===== src/rtl/afr_pkg.sv =====
package afr_pkg;
    localparam int FRAME_BITS = 32;
    localparam int PAD_BITS   = 19;

    typedef enum logic [2:0] {
        S_IDLE,
        S_POLL,
        S_LOW,
        S_HIGH,
        S_DONE
    } afr_state_t;

    typedef struct packed {
        logic       en;
        logic       sgl;
        logic       odd;
        logic [2:0] addr;
        logic       en2;
        logic       temp;
        logic       rej_a;
        logic       rej_b;
        logic       spd;
    } afr_cfg_t;

    function automatic logic [FRAME_BITS-1:0] afr_word(input afr_cfg_t c);
        return {2'b10, c, {PAD_BITS{1'b0}}};
    endfunction
endpackage


===== src/rtl/afr_pacer.sv =====
module afr_pacer #(
    parameter int DIV_W = 8
) (
    input  logic             clk,
    input  logic             rst_n,
    input  logic             run,
    input  logic [DIV_W-1:0] half_div,
    output logic             tick
);
    logic [DIV_W-1:0] cnt_q;
    logic [DIV_W-1:0] lim;

    assign lim  = (half_div == '0) ? '0 : half_div - 1'b1;
    assign tick = run && (cnt_q >= lim);

    always_ff @(posedge clk or negedge rst_n) begin
        if (!rst_n)
            cnt_q <= '0;
        else if (!run || tick)
            cnt_q <= '0;
        else
            cnt_q <= cnt_q + 1'b1;
    end
endmodule


===== src/rtl/afr_shifter.sv =====
module afr_shifter #(
    parameter int W = 32
) (
    input  logic         clk,
    input  logic         rst_n,
    input  logic         load,
    input  logic [W-1:0] load_val,
    input  logic         shift,
    input  logic         ser_in,
    output logic [W-1:0] q
);
    always_ff @(posedge clk or negedge rst_n) begin
        if (!rst_n)
            q <= '0;
        else if (load)
            q <= load_val;
        else if (shift)
            q <= {q[W-2:0], ser_in};
    end
endmodule


===== src/rtl/adc_frame_reader.sv =====
module adc_frame_reader
    import afr_pkg::*;
#(
    parameter int DIV_W = 8,
    parameter int TMO_W = 16
) (
    input  logic                  clk,
    input  logic                  rst_n,
    input  logic                  start,
    input  logic                  cfg_en,
    input  logic                  cfg_sgl,
    input  logic                  cfg_odd,
    input  logic [2:0]            cfg_addr,
    input  logic                  cfg_en2,
    input  logic                  cfg_temp,
    input  logic                  cfg_rej_a,
    input  logic                  cfg_rej_b,
    input  logic                  cfg_spd,
    input  logic [DIV_W-1:0]      half_div,
    input  logic [TMO_W-1:0]      tmo_limit,
    input  logic                  miso,
    output logic                  sck,
    output logic                  mosi,
    output logic                  busy,
    output logic [FRAME_BITS-1:0] result,
    output logic                  result_valid,
    output logic                  timeout_err
);
    localparam int CNT_W = $clog2(FRAME_BITS);

    afr_state_t       state, nxt;
    logic             tick;
    logic [CNT_W-1:0] bit_cnt;
    logic [TMO_W-1:0] tmo_cnt;
    logic             tmo_hit;
    logic             last_bit;
    logic             accept;
    logic             rise_ev, fall_ev;
    logic [FRAME_BITS-1:0] tx_q;
    logic [FRAME_BITS-1:0] rx_q;
    afr_cfg_t         cfg;

    assign cfg      = '{en: cfg_en, sgl: cfg_sgl, odd: cfg_odd, addr: cfg_addr,
                        en2: cfg_en2, temp: cfg_temp, rej_a: cfg_rej_a,
                        rej_b: cfg_rej_b, spd: cfg_spd};
    assign accept   = (state == S_IDLE) && start;
    assign tmo_hit  = (tmo_limit != '0) && (tmo_cnt == tmo_limit - 1'b1);
    assign last_bit = (bit_cnt == CNT_W'(FRAME_BITS - 1));
    assign rise_ev  = (state == S_LOW) && tick;
    assign fall_ev  = (state == S_HIGH) && tick;

    afr_pacer #(.DIV_W(DIV_W)) u_pacer (
        .clk      (clk),
        .rst_n    (rst_n),
        .run      (state != S_IDLE && state != S_DONE),
        .half_div (half_div),
        .tick     (tick)
    );

    afr_shifter #(.W(FRAME_BITS)) u_tx (
        .clk      (clk),
        .rst_n    (rst_n),
        .load     (accept),
        .load_val (afr_word(cfg)),
        .shift    (fall_ev),
        .ser_in   (1'b0),
        .q        (tx_q)
    );

    afr_shifter #(.W(FRAME_BITS)) u_rx (
        .clk      (clk),
        .rst_n    (rst_n),
        .load     (1'b0),
        .load_val ('0),
        .shift    (rise_ev),
        .ser_in   (miso),
        .q        (rx_q)
    );

    // next-state decision
    always_comb begin
        nxt = state;
        unique case (state)
            S_IDLE: if (start) nxt = S_POLL;
            S_POLL: if (tick) begin
                        if (!miso)        nxt = S_LOW;
                        else if (tmo_hit) nxt = S_IDLE;
                    end
            S_LOW:  if (tick) nxt = S_HIGH;
            S_HIGH: if (tick) nxt = last_bit ? S_DONE : S_LOW;
            S_DONE: nxt = S_IDLE;
            default: nxt = S_IDLE;
        endcase
    end

    // state register and counters
    always_ff @(posedge clk or negedge rst_n) begin
        if (!rst_n) begin
            state   <= S_IDLE;
            bit_cnt <= '0;
            tmo_cnt <= '0;
        end else begin
            state <= nxt;
            if (accept)
                tmo_cnt <= '0;
            else if (state == S_POLL && tick && miso)
                tmo_cnt <= tmo_cnt + 1'b1;
            if (state == S_POLL)
                bit_cnt <= '0;
            else if (fall_ev)
                bit_cnt <= bit_cnt + 1'b1;
        end
    end

    // registered outputs
    logic sck_q, valid_q, err_q;
    always_ff @(posedge clk or negedge rst_n) begin
        if (!rst_n) begin
            sck_q   <= 1'b0;
            valid_q <= 1'b0;
            err_q   <= 1'b0;
        end else begin
            sck_q   <= (nxt == S_HIGH);
            valid_q <= (nxt == S_DONE);
            if (accept)
                err_q <= 1'b0;
            else if (state == S_POLL && tick && miso && tmo_hit)
                err_q <= 1'b1;
        end
    end

    assign sck          = sck_q;
    assign mosi         = tx_q[FRAME_BITS-1];
    assign busy         = (state != S_IDLE);
    assign result       = rx_q;
    assign result_valid = valid_q;
    assign timeout_err  = err_q;

    a_r1_idle_clock_low: assert property (@(posedge clk) disable iff (!rst_n)
        !busy |-> !sck);
    a_r2_frame_needs_ready: assert property (@(posedge clk) disable iff (!rst_n)
        (state == S_LOW && $past(state) == S_POLL) |-> !$past(miso));
    a_r5_mosi_steady_high: assert property (@(posedge clk) disable iff (!rst_n)
        (sck && $past(sck)) |-> $stable(mosi));
    a_r7_valid_single: assert property (@(posedge clk) disable iff (!rst_n)
        result_valid |=> !result_valid);
    a_r8_timeout_idle: assert property (@(posedge clk) disable iff (!rst_n)
        $rose(timeout_err) |-> (!busy && !sck));
endmodule


===== config.mk =====
export PLATFORM = sky130hd
export DESIGN_NAME = adc_frame_reader
export DESIGN_NICKNAME = d
export VERILOG_FILES = /design/src/rtl/afr_pkg.sv /design/src/rtl/afr_pacer.sv /design/src/rtl/afr_shifter.sv /design/src/rtl/adc_frame_reader.sv
export SDC_FILE = /design/constraint.sdc
export NUM_CORES = 1
export LEC_CHECK = 0
export BUFFER_PORTS_ARGS = -buffer_cell sky130_fd_sc_hd__buf_2
export CAP_MARGIN = 10
export CORE_ASPECT_RATIO = 0.6
export CORE_MARGIN = 5
export CORE_UTILIZATION = 34
export CTS_CLUSTER_SIZE = 24
export DETAILED_ROUTE_END_ITERATION = 6
export PLACE_DENSITY = 0.64
export SLEW_MARGIN = 20
export SYNTH_ARGS = -nofsm -noshare
export SYNTH_HDL_FRONTEND = slang
export SYNTH_SLANG_ARGS = --single-unit

===== constraint.sdc =====
create_clock -name clk -period 2.7 [get_ports clk]
set_input_delay 0.54 -clock clk [delete_from_list [all_inputs] [get_ports clk]]
set_output_delay 0.54 -clock clk [all_outputs]
set_load 0.01 [all_outputs]

# Word level (Yosys, flattened, before mapping)

Index checks and enable logic that the tools add are counted.
W data, S select, Z words.

Flip-flop bits (word level): 99
Input bits: 39

Add/sub/neg operators: 5
$lt $le $gt $ge: 1
Equality and inequality tests: 8
Muxes and demuxes: 18
Reduce and logical (&&, ||, !) cells: 19

Operators by type and width:

| cell                    | count |
|---|---|
| $mux W32                | 2 |
| $mux W16                | 2 |
| $mux W3                 | 7 |
| $add A16 B1 Y16 const B | 1 |
| $eq A16 B16 Y1          | 1 |
| $mux W8                 | 2 |
| $reduce_bool A16 Y1     | 1 |
| $sub A16 B1 Y16 const B | 1 |
| $pmux W3 S4             | 1 |
| $mux W5                 | 2 |
| $eq A3 B2 Y1 const B    | 3 |
| $logic_and A1 B1 Y1     | 9 |
| $add A8 B1 Y8 const B   | 1 |
| $ge A8 B8 Y1            | 1 |
| $logic_not A8 Y1        | 1 |
| $reduce_bool A2 Y1      | 4 |
| $sub A8 B1 Y8 const B   | 1 |
| $add A5 B1 Y5 const B   | 1 |
| $eq A5 B5 Y1 const B    | 1 |
| $eq A3 B1 Y1 const B    | 1 |
| $eq A3 B3 Y1 const B    | 1 |
| $logic_not A3 Y1        | 1 |
| $ne A3 B3 Y1 const B    | 1 |
| $reduce_bool A3 Y1      | 1 |
| 3 further kinds         | 4 |

# Depth between registers and ports, before layout

Word-level depth: 9
Gate-level depth with buffers: 15

# Hierarchy

From an unflattened synthesis, not the netlist that was laid out.

Cell total of the unflattened synthesis: 563
Area total of the unflattened synthesis: 5,631.7 um^2

Modules (own cells, without submodules):

| module           | times used | cells each | area each (um^2) | seq. area each (um^2) |
|---|---|---|---|---|
| afr_shifter      | 2          | 139        | 1,515.2          | 800.8 |
| adc_frame_reader | 1          | 208        | 1,893.1          | 675.6 |
| afr_pacer        | 1          | 77         | 708.2            | 200.2 |

# Worst setup path after synthesis

Ideal clock, no wire load.

Kind: input -> register
Start point: in half_div[2]
End point: reg u_rx.q[0]
Setup time: 125 ps
Arrival time: 3,118 ps
Path slack: -543 ps
Cell stages on the path: 14
Path buffers: 1
Cells stage by stage: nor3_1 > nand2_1 > nor3_1 > nand2b_1 > nand2_1 > ha_1 > a21oi_1 > nor2b_1 > a2111oi_0 > o21a_1 > nor2_1 > nand3_1 > buf_2 > mux2_2

Word-level cells in the longest chain between the ends: 5

RTL lines:

| item                                                     | RTL line               | text |
|---|---|---|
| start: declaration                                       | adc_frame_reader.sv:19 | `input logic [DIV_W-1:0] half_div,` |
| $sub A8 B1 Y8 / $logic_not A8 Y1 (equally long branches) | afr_pacer.sv:13        | `assign lim = (half_div == '0) ? '0 : half_div - 1'b1;` |
| $mux W8 (*)                                              | afr_pacer.sv:13        |  |
| $ge A8 B8 Y1 (*)                                         | afr_pacer.sv:14        | `assign tick = run && (cnt_q >= lim);` |
| $logic_and A1 B1 Y1 (*)                                  | afr_pacer.sv:14        |  |
| $logic_and A1 B1 Y1 (*)                                  | adc_frame_reader.sv:49 | `assign rise_ev = (state == S_LOW) && tick;` |
| end signal: assignment                                   | afr_shifter.sv:16      | `q <= load_val;` |
| end signal: assignment                                   | afr_shifter.sv:18      | `q <= {q[W-2:0], ser_in};` |
| end: declaration                                         | afr_shifter.sv:10      | `output logic [W-1:0] q` |

Mark *: on every way between the ends. The rest lies on a longest branch, timed or not.
A chain may end at the register's enable or synchronous reset.

# Worst setup path in the final report

Start point: in half_div[3]
End point: reg tmo_cnt[12]

Word-level cells in the longest chain between the ends: 7

RTL lines:

| item                                                     | RTL line                | text |
|---|---|---|
| $sub A8 B1 Y8 / $logic_not A8 Y1 (equally long branches) | afr_pacer.sv:13         |  |
| $mux W8 (*)                                              | afr_pacer.sv:13         |  |
| $ge A8 B8 Y1 (*)                                         | afr_pacer.sv:14         |  |
| $logic_and A1 B1 Y1 (*)                                  | afr_pacer.sv:14         |  |
| $logic_and A1 B1 Y1 (*) (2 in a row)                     | adc_frame_reader.sv:106 | `else if (state == S_POLL && tick && miso)` |
| $reduce_bool A2 Y1 (no line) (*)                         | n/a                     |  |
| end signal: assignment                                   | adc_frame_reader.sv:107 | `tmo_cnt <= tmo_cnt + 1'b1;` |
| end: declaration                                         | adc_frame_reader.sv:34  | `logic [TMO_W-1:0] tmo_cnt;` |

Marks and branches as above.

==> impl_results.md <==
* Result of the run: finished, violations left
* Failing checks: negative setup slack
* IR drop worst, VDD at 353 uV
* Final hold violation count at 0
* Sequential element share of the synthesized area at 0.465
* Worst Tran Pin Value at 554 ps
* Post-route cell area at 5950 um^2
* Required @ worst endpoint at 2960 ps
* Number of antenna violations at the first check in global routing at 0
* CTS max path bufs at 2
* P_leak at 0.00287 uW
* Total power after layout at 3690 uW
* Fin crit share at 1.06
* Syn_area_per_cell at 9.99 um^2
* Footprint of the flip-flops and latches at 2000 um^2
* Largest net degree at the start of global routing at 43
* Flip-flop cell with the highest count after synthesis: sky130_fd_sc_hd__dfrtp_1
* Last weighted congestion value of the routability-driven placer at 0.835
* Number of levels in the clock H-tree at 3
* Die area at 15100 um^2
* Quantity of I/O buffers inserted on ports at 75
* Synthesized netlist cell count at 431
* Post-route DRC at 0
* Relative max-transition margin at 0.627
* Die Span X at 155 um
* Leftover overflow at the end of global routing at 0
* Routed WL at 11.2 mm
* Post-synth net total at 484
* Distinct cell type count of the synthesized netlist at 52
* Area of the multi-input gates at 2640 um^2
* Top library cells by usage in the layout, fill and taps aside: sky130_fd_sc_hd__dfrtp_1 (80), sky130_fd_sc_hd__buf_2 (72), sky130_fd_sc_hd__nand2_1 (34), sky130_fd_sc_hd__nor2_1 (29), sky130_fd_sc_hd__mux2_4 (23)
* MaxCap Viol Count at 0
* Series of cell instances along the critical path: buf_8 > nor3_4 > nand2_2 > nor4_4 > nor2_1 > ha_1 > nand2b_4 > a21o_1 > a21oi_1 > o21a_2 > or4_4 > or3_1 > a21oi_2
* Average wire per standard cell at 16.0 um
* Clock-pin slew of the registers on the worst-case setup and hold paths at 60 ps
* Count of warnings emitted by yosys at 0
* TritonCTS clock tree: built
* Fraction of final layout cells with drive strength greater than 1 at 0.416
* Critical path's largest stage delay at 570 ps
* Biggest fanout along the worst timing path at 6
* Number of buffers created by CTS at 9
* Count of flip-flops with a built-in enable after synthesis at 0
* Mux share of post-synthesis cell area at 0.0930
* Site row count at 31
* Class of the worst hold path: input pin to async pin
* Area share of xor/xnor cells in the synthesized design at 0.0753
* Total setup violations reported at the end of the flow at 48
* Detail Route Antenna Nets at 0
* Final-report max-slew violation count at 0
* Worst EP arrival at 3130 ps
* Number of antenna diodes at 0
* Startpoint-to-endpoint class of the critical path: input pin to flip-flop
* Via count of the first global-routing pass at 3730
* Pwr/cell area at 619 nW/um^2
* Final min period at 2870 ps
* Cell at the root of the clock tree: sky130_fd_sc_hd__clkbuf_16
* Core area at 12200 um^2
* Post-synthesis adder-cell area fraction at 0.0407
* Worst-path cell with the longest stage delay: sky130_fd_sc_hd__or4_4
* Worst-skew pair later-pin latency at 330 ps
* Fraction of registers with async set/reset at 1.00
* Global-route wire length before repair at 18.5 mm
* Total via count in the routed design at 3612
* Synthesized-area fraction occupied by ao, oa, aoi and oai cells at 0.108
* Worst-case setup margin in the final layout at -166 ps
* RSZ-0062 raised after global routing: true
* Highest achievable clock rate at 349 MHz
* Setup Skew at 7.07 ps
* Cell area after synthesis at 4300 um^2
* Total iterations of the first detailed-routing run at 4
* Synth-to-layout area growth at 38.2%
* Initial Utilization at 0.352
* CP startpoint kind: input pin
* Post-placement cell area at 5060 um^2
* Height of the die at 97.2 um
* Overall Global Routing Usage at 0.150
* HPWL after DPL at 7.52 mm
* I/O pins at 76
* Initial DRC count at 207
* Count of filler cells inserted in the layout at 1129
* Crit. End Element: flip-flop
* Num Clock Sinks at 80
* Net count, final at 589
* Via-per-instance ratio at 5.13
* Commonest non-fill, non-tap cell in the layout: sky130_fd_sc_hd__dfrtp_1
* Flop and latch count out of synthesis at 80
* Dominant combinational cell family by area after synthesis: simple AND/OR/NAND/NOR gates
* Basic-gate share of the synthesized area counting and, or, nand and nor cells at 0.186
[per-layer routing]
| layer | GRT usage | share of wire | up-vias |
|---|---|---|---|
| met2 | 0.219 | 0.43 | 98 |
| met5 | 0 | 0 | - |
| li1 | - | - | 1741 |
| met4 | 0.0356 | 0.0090 | 0 |
| met1 | 0.220 | 0.49 | 1765 |
| met3 | 0.0436 | 0.063 | 8 |
[state kept, by name (all words and copies together), names as in the netlist]
register,count
u_tx.q,13
u_pacer.cnt_q,8
result_valid,1
u_rx.q,32
sck,1
state,3
bit_cnt,5
tmo_cnt,16
timeout_err,1
[path summary, 6_finish.rpt]
| kind | start | to | slack (ps) | cells past startpoint |
|---|---|---|---|---|
| worst max-delay path | half_div[3] | tmo_cnt[12] | -170 | 13 |
| worst min-delay path | rst_n | tmo_cnt[10] | 190 | 1 |
| worst max register to register | u_pacer.cnt_q[0] | tmo_cnt[12] | 200 | 9 |
| worst min register to register | u_rx.q[31] | u_rx.q[31] | 510 | 1 |
| max in group asynchronous | rst_n | u_rx.q[9] | 1900 | 2 |
| min in group clk | cfg_spd | u_tx.q[19] | 420 | 3 |
[worst max-delay path: cells and delay by family]
kind / cells / cell delay [ps]
fa+ha+maj: 1 / 280
simple gates: 7 / 1640
buf+inv: 1 / 100
compound gates: 4 / 560
[report_power, final]
group / internal (uW) / switching, uW / total [uW]
clock: 637 / 446 / 1080
combinational: 498 / 561 / 1060
sequential: 1360 / 178 / 1540
total: 2500 / 1190 / 3690
[cell usage after synthesis, types with 7 or more instances]
master | count | area (um^2)
sky130_fd_sc_hd__clkbuf_1 | 9 | 33.8
sky130_fd_sc_hd__nor3_1 | 15 | 75.1
sky130_fd_sc_hd__inv_1 | 16 | 60.1
sky130_fd_sc_hd__nor2_1 | 37 | 139
sky130_fd_sc_hd__and3_1 | 7 | 43.8
sky130_fd_sc_hd__nand3_1 | 17 | 85.1
sky130_fd_sc_hd__a22oi_1 | 9 | 67.6
sky130_fd_sc_hd__or3_1 | 8 | 50.1
sky130_fd_sc_hd__xor2_1 | 13 | 114
sky130_fd_sc_hd__dfrtp_1 | 80 | 2000
sky130_fd_sc_hd__mux2_2 | 30 | 338
sky130_fd_sc_hd__xnor2_1 | 24 | 210
sky130_fd_sc_hd__ha_1 | 14 | 175
sky130_fd_sc_hd__a21oi_1 | 15 | 75.1
sky130_fd_sc_hd__nand2_1 | 42 | 158
sky130_fd_sc_hd__o21ai_0 | 21 | 105
[repair_timing]
action	CTS	global route
hold buffers	0	0
resized for setup	47	80
setup buffers	7	5
pin swaps	10	31
cloned	3	2
endpoints found under the setup margin	71	80
[cell families after synthesis]
kind of cell	count (synthesis)
XOR/XNOR	37
AND/OR/NAND/NOR	159
flip-flops	80
AO/OA/AOI/OAI	73
adder cells (fa/ha/maj)	14
multiplexers	36
buffers and inverters	32
[area by class of cell]
cell class,count,share of cell area
multi-input combinational,320,0.444
sequential,80,0.336
timing repair buffer,109,0.131
clock buffer,11,0.0408
tap,165,0.0347
inverter,16,0.0101
clock inverter,3,0.00315
[through the flow]
| step | worst slack, ps | util | std cells | hold WS [ps] | setup TNS [ps] |
|---|---|---|---|---|---|
| 2_1_floorplan | -244 | - | 431 | 244 | -10670 |
| 3_3_place_gp | -523 | 0.414 | 675 | 467 | -36100 |
| 3_5_place_dp | -559 | 0.414 | 675 | 484 | -37970 |
| 4_1_cts | -96.6 | 0.461 | 699 | 203 | -3960 |
| 5_1_grt | -296 | 0.487 | 704 | 226 | -11990 |
| 6_report | -166 | 0.487 | 704 | 189 | -3960 |
(Power assumes the default switching activity.)
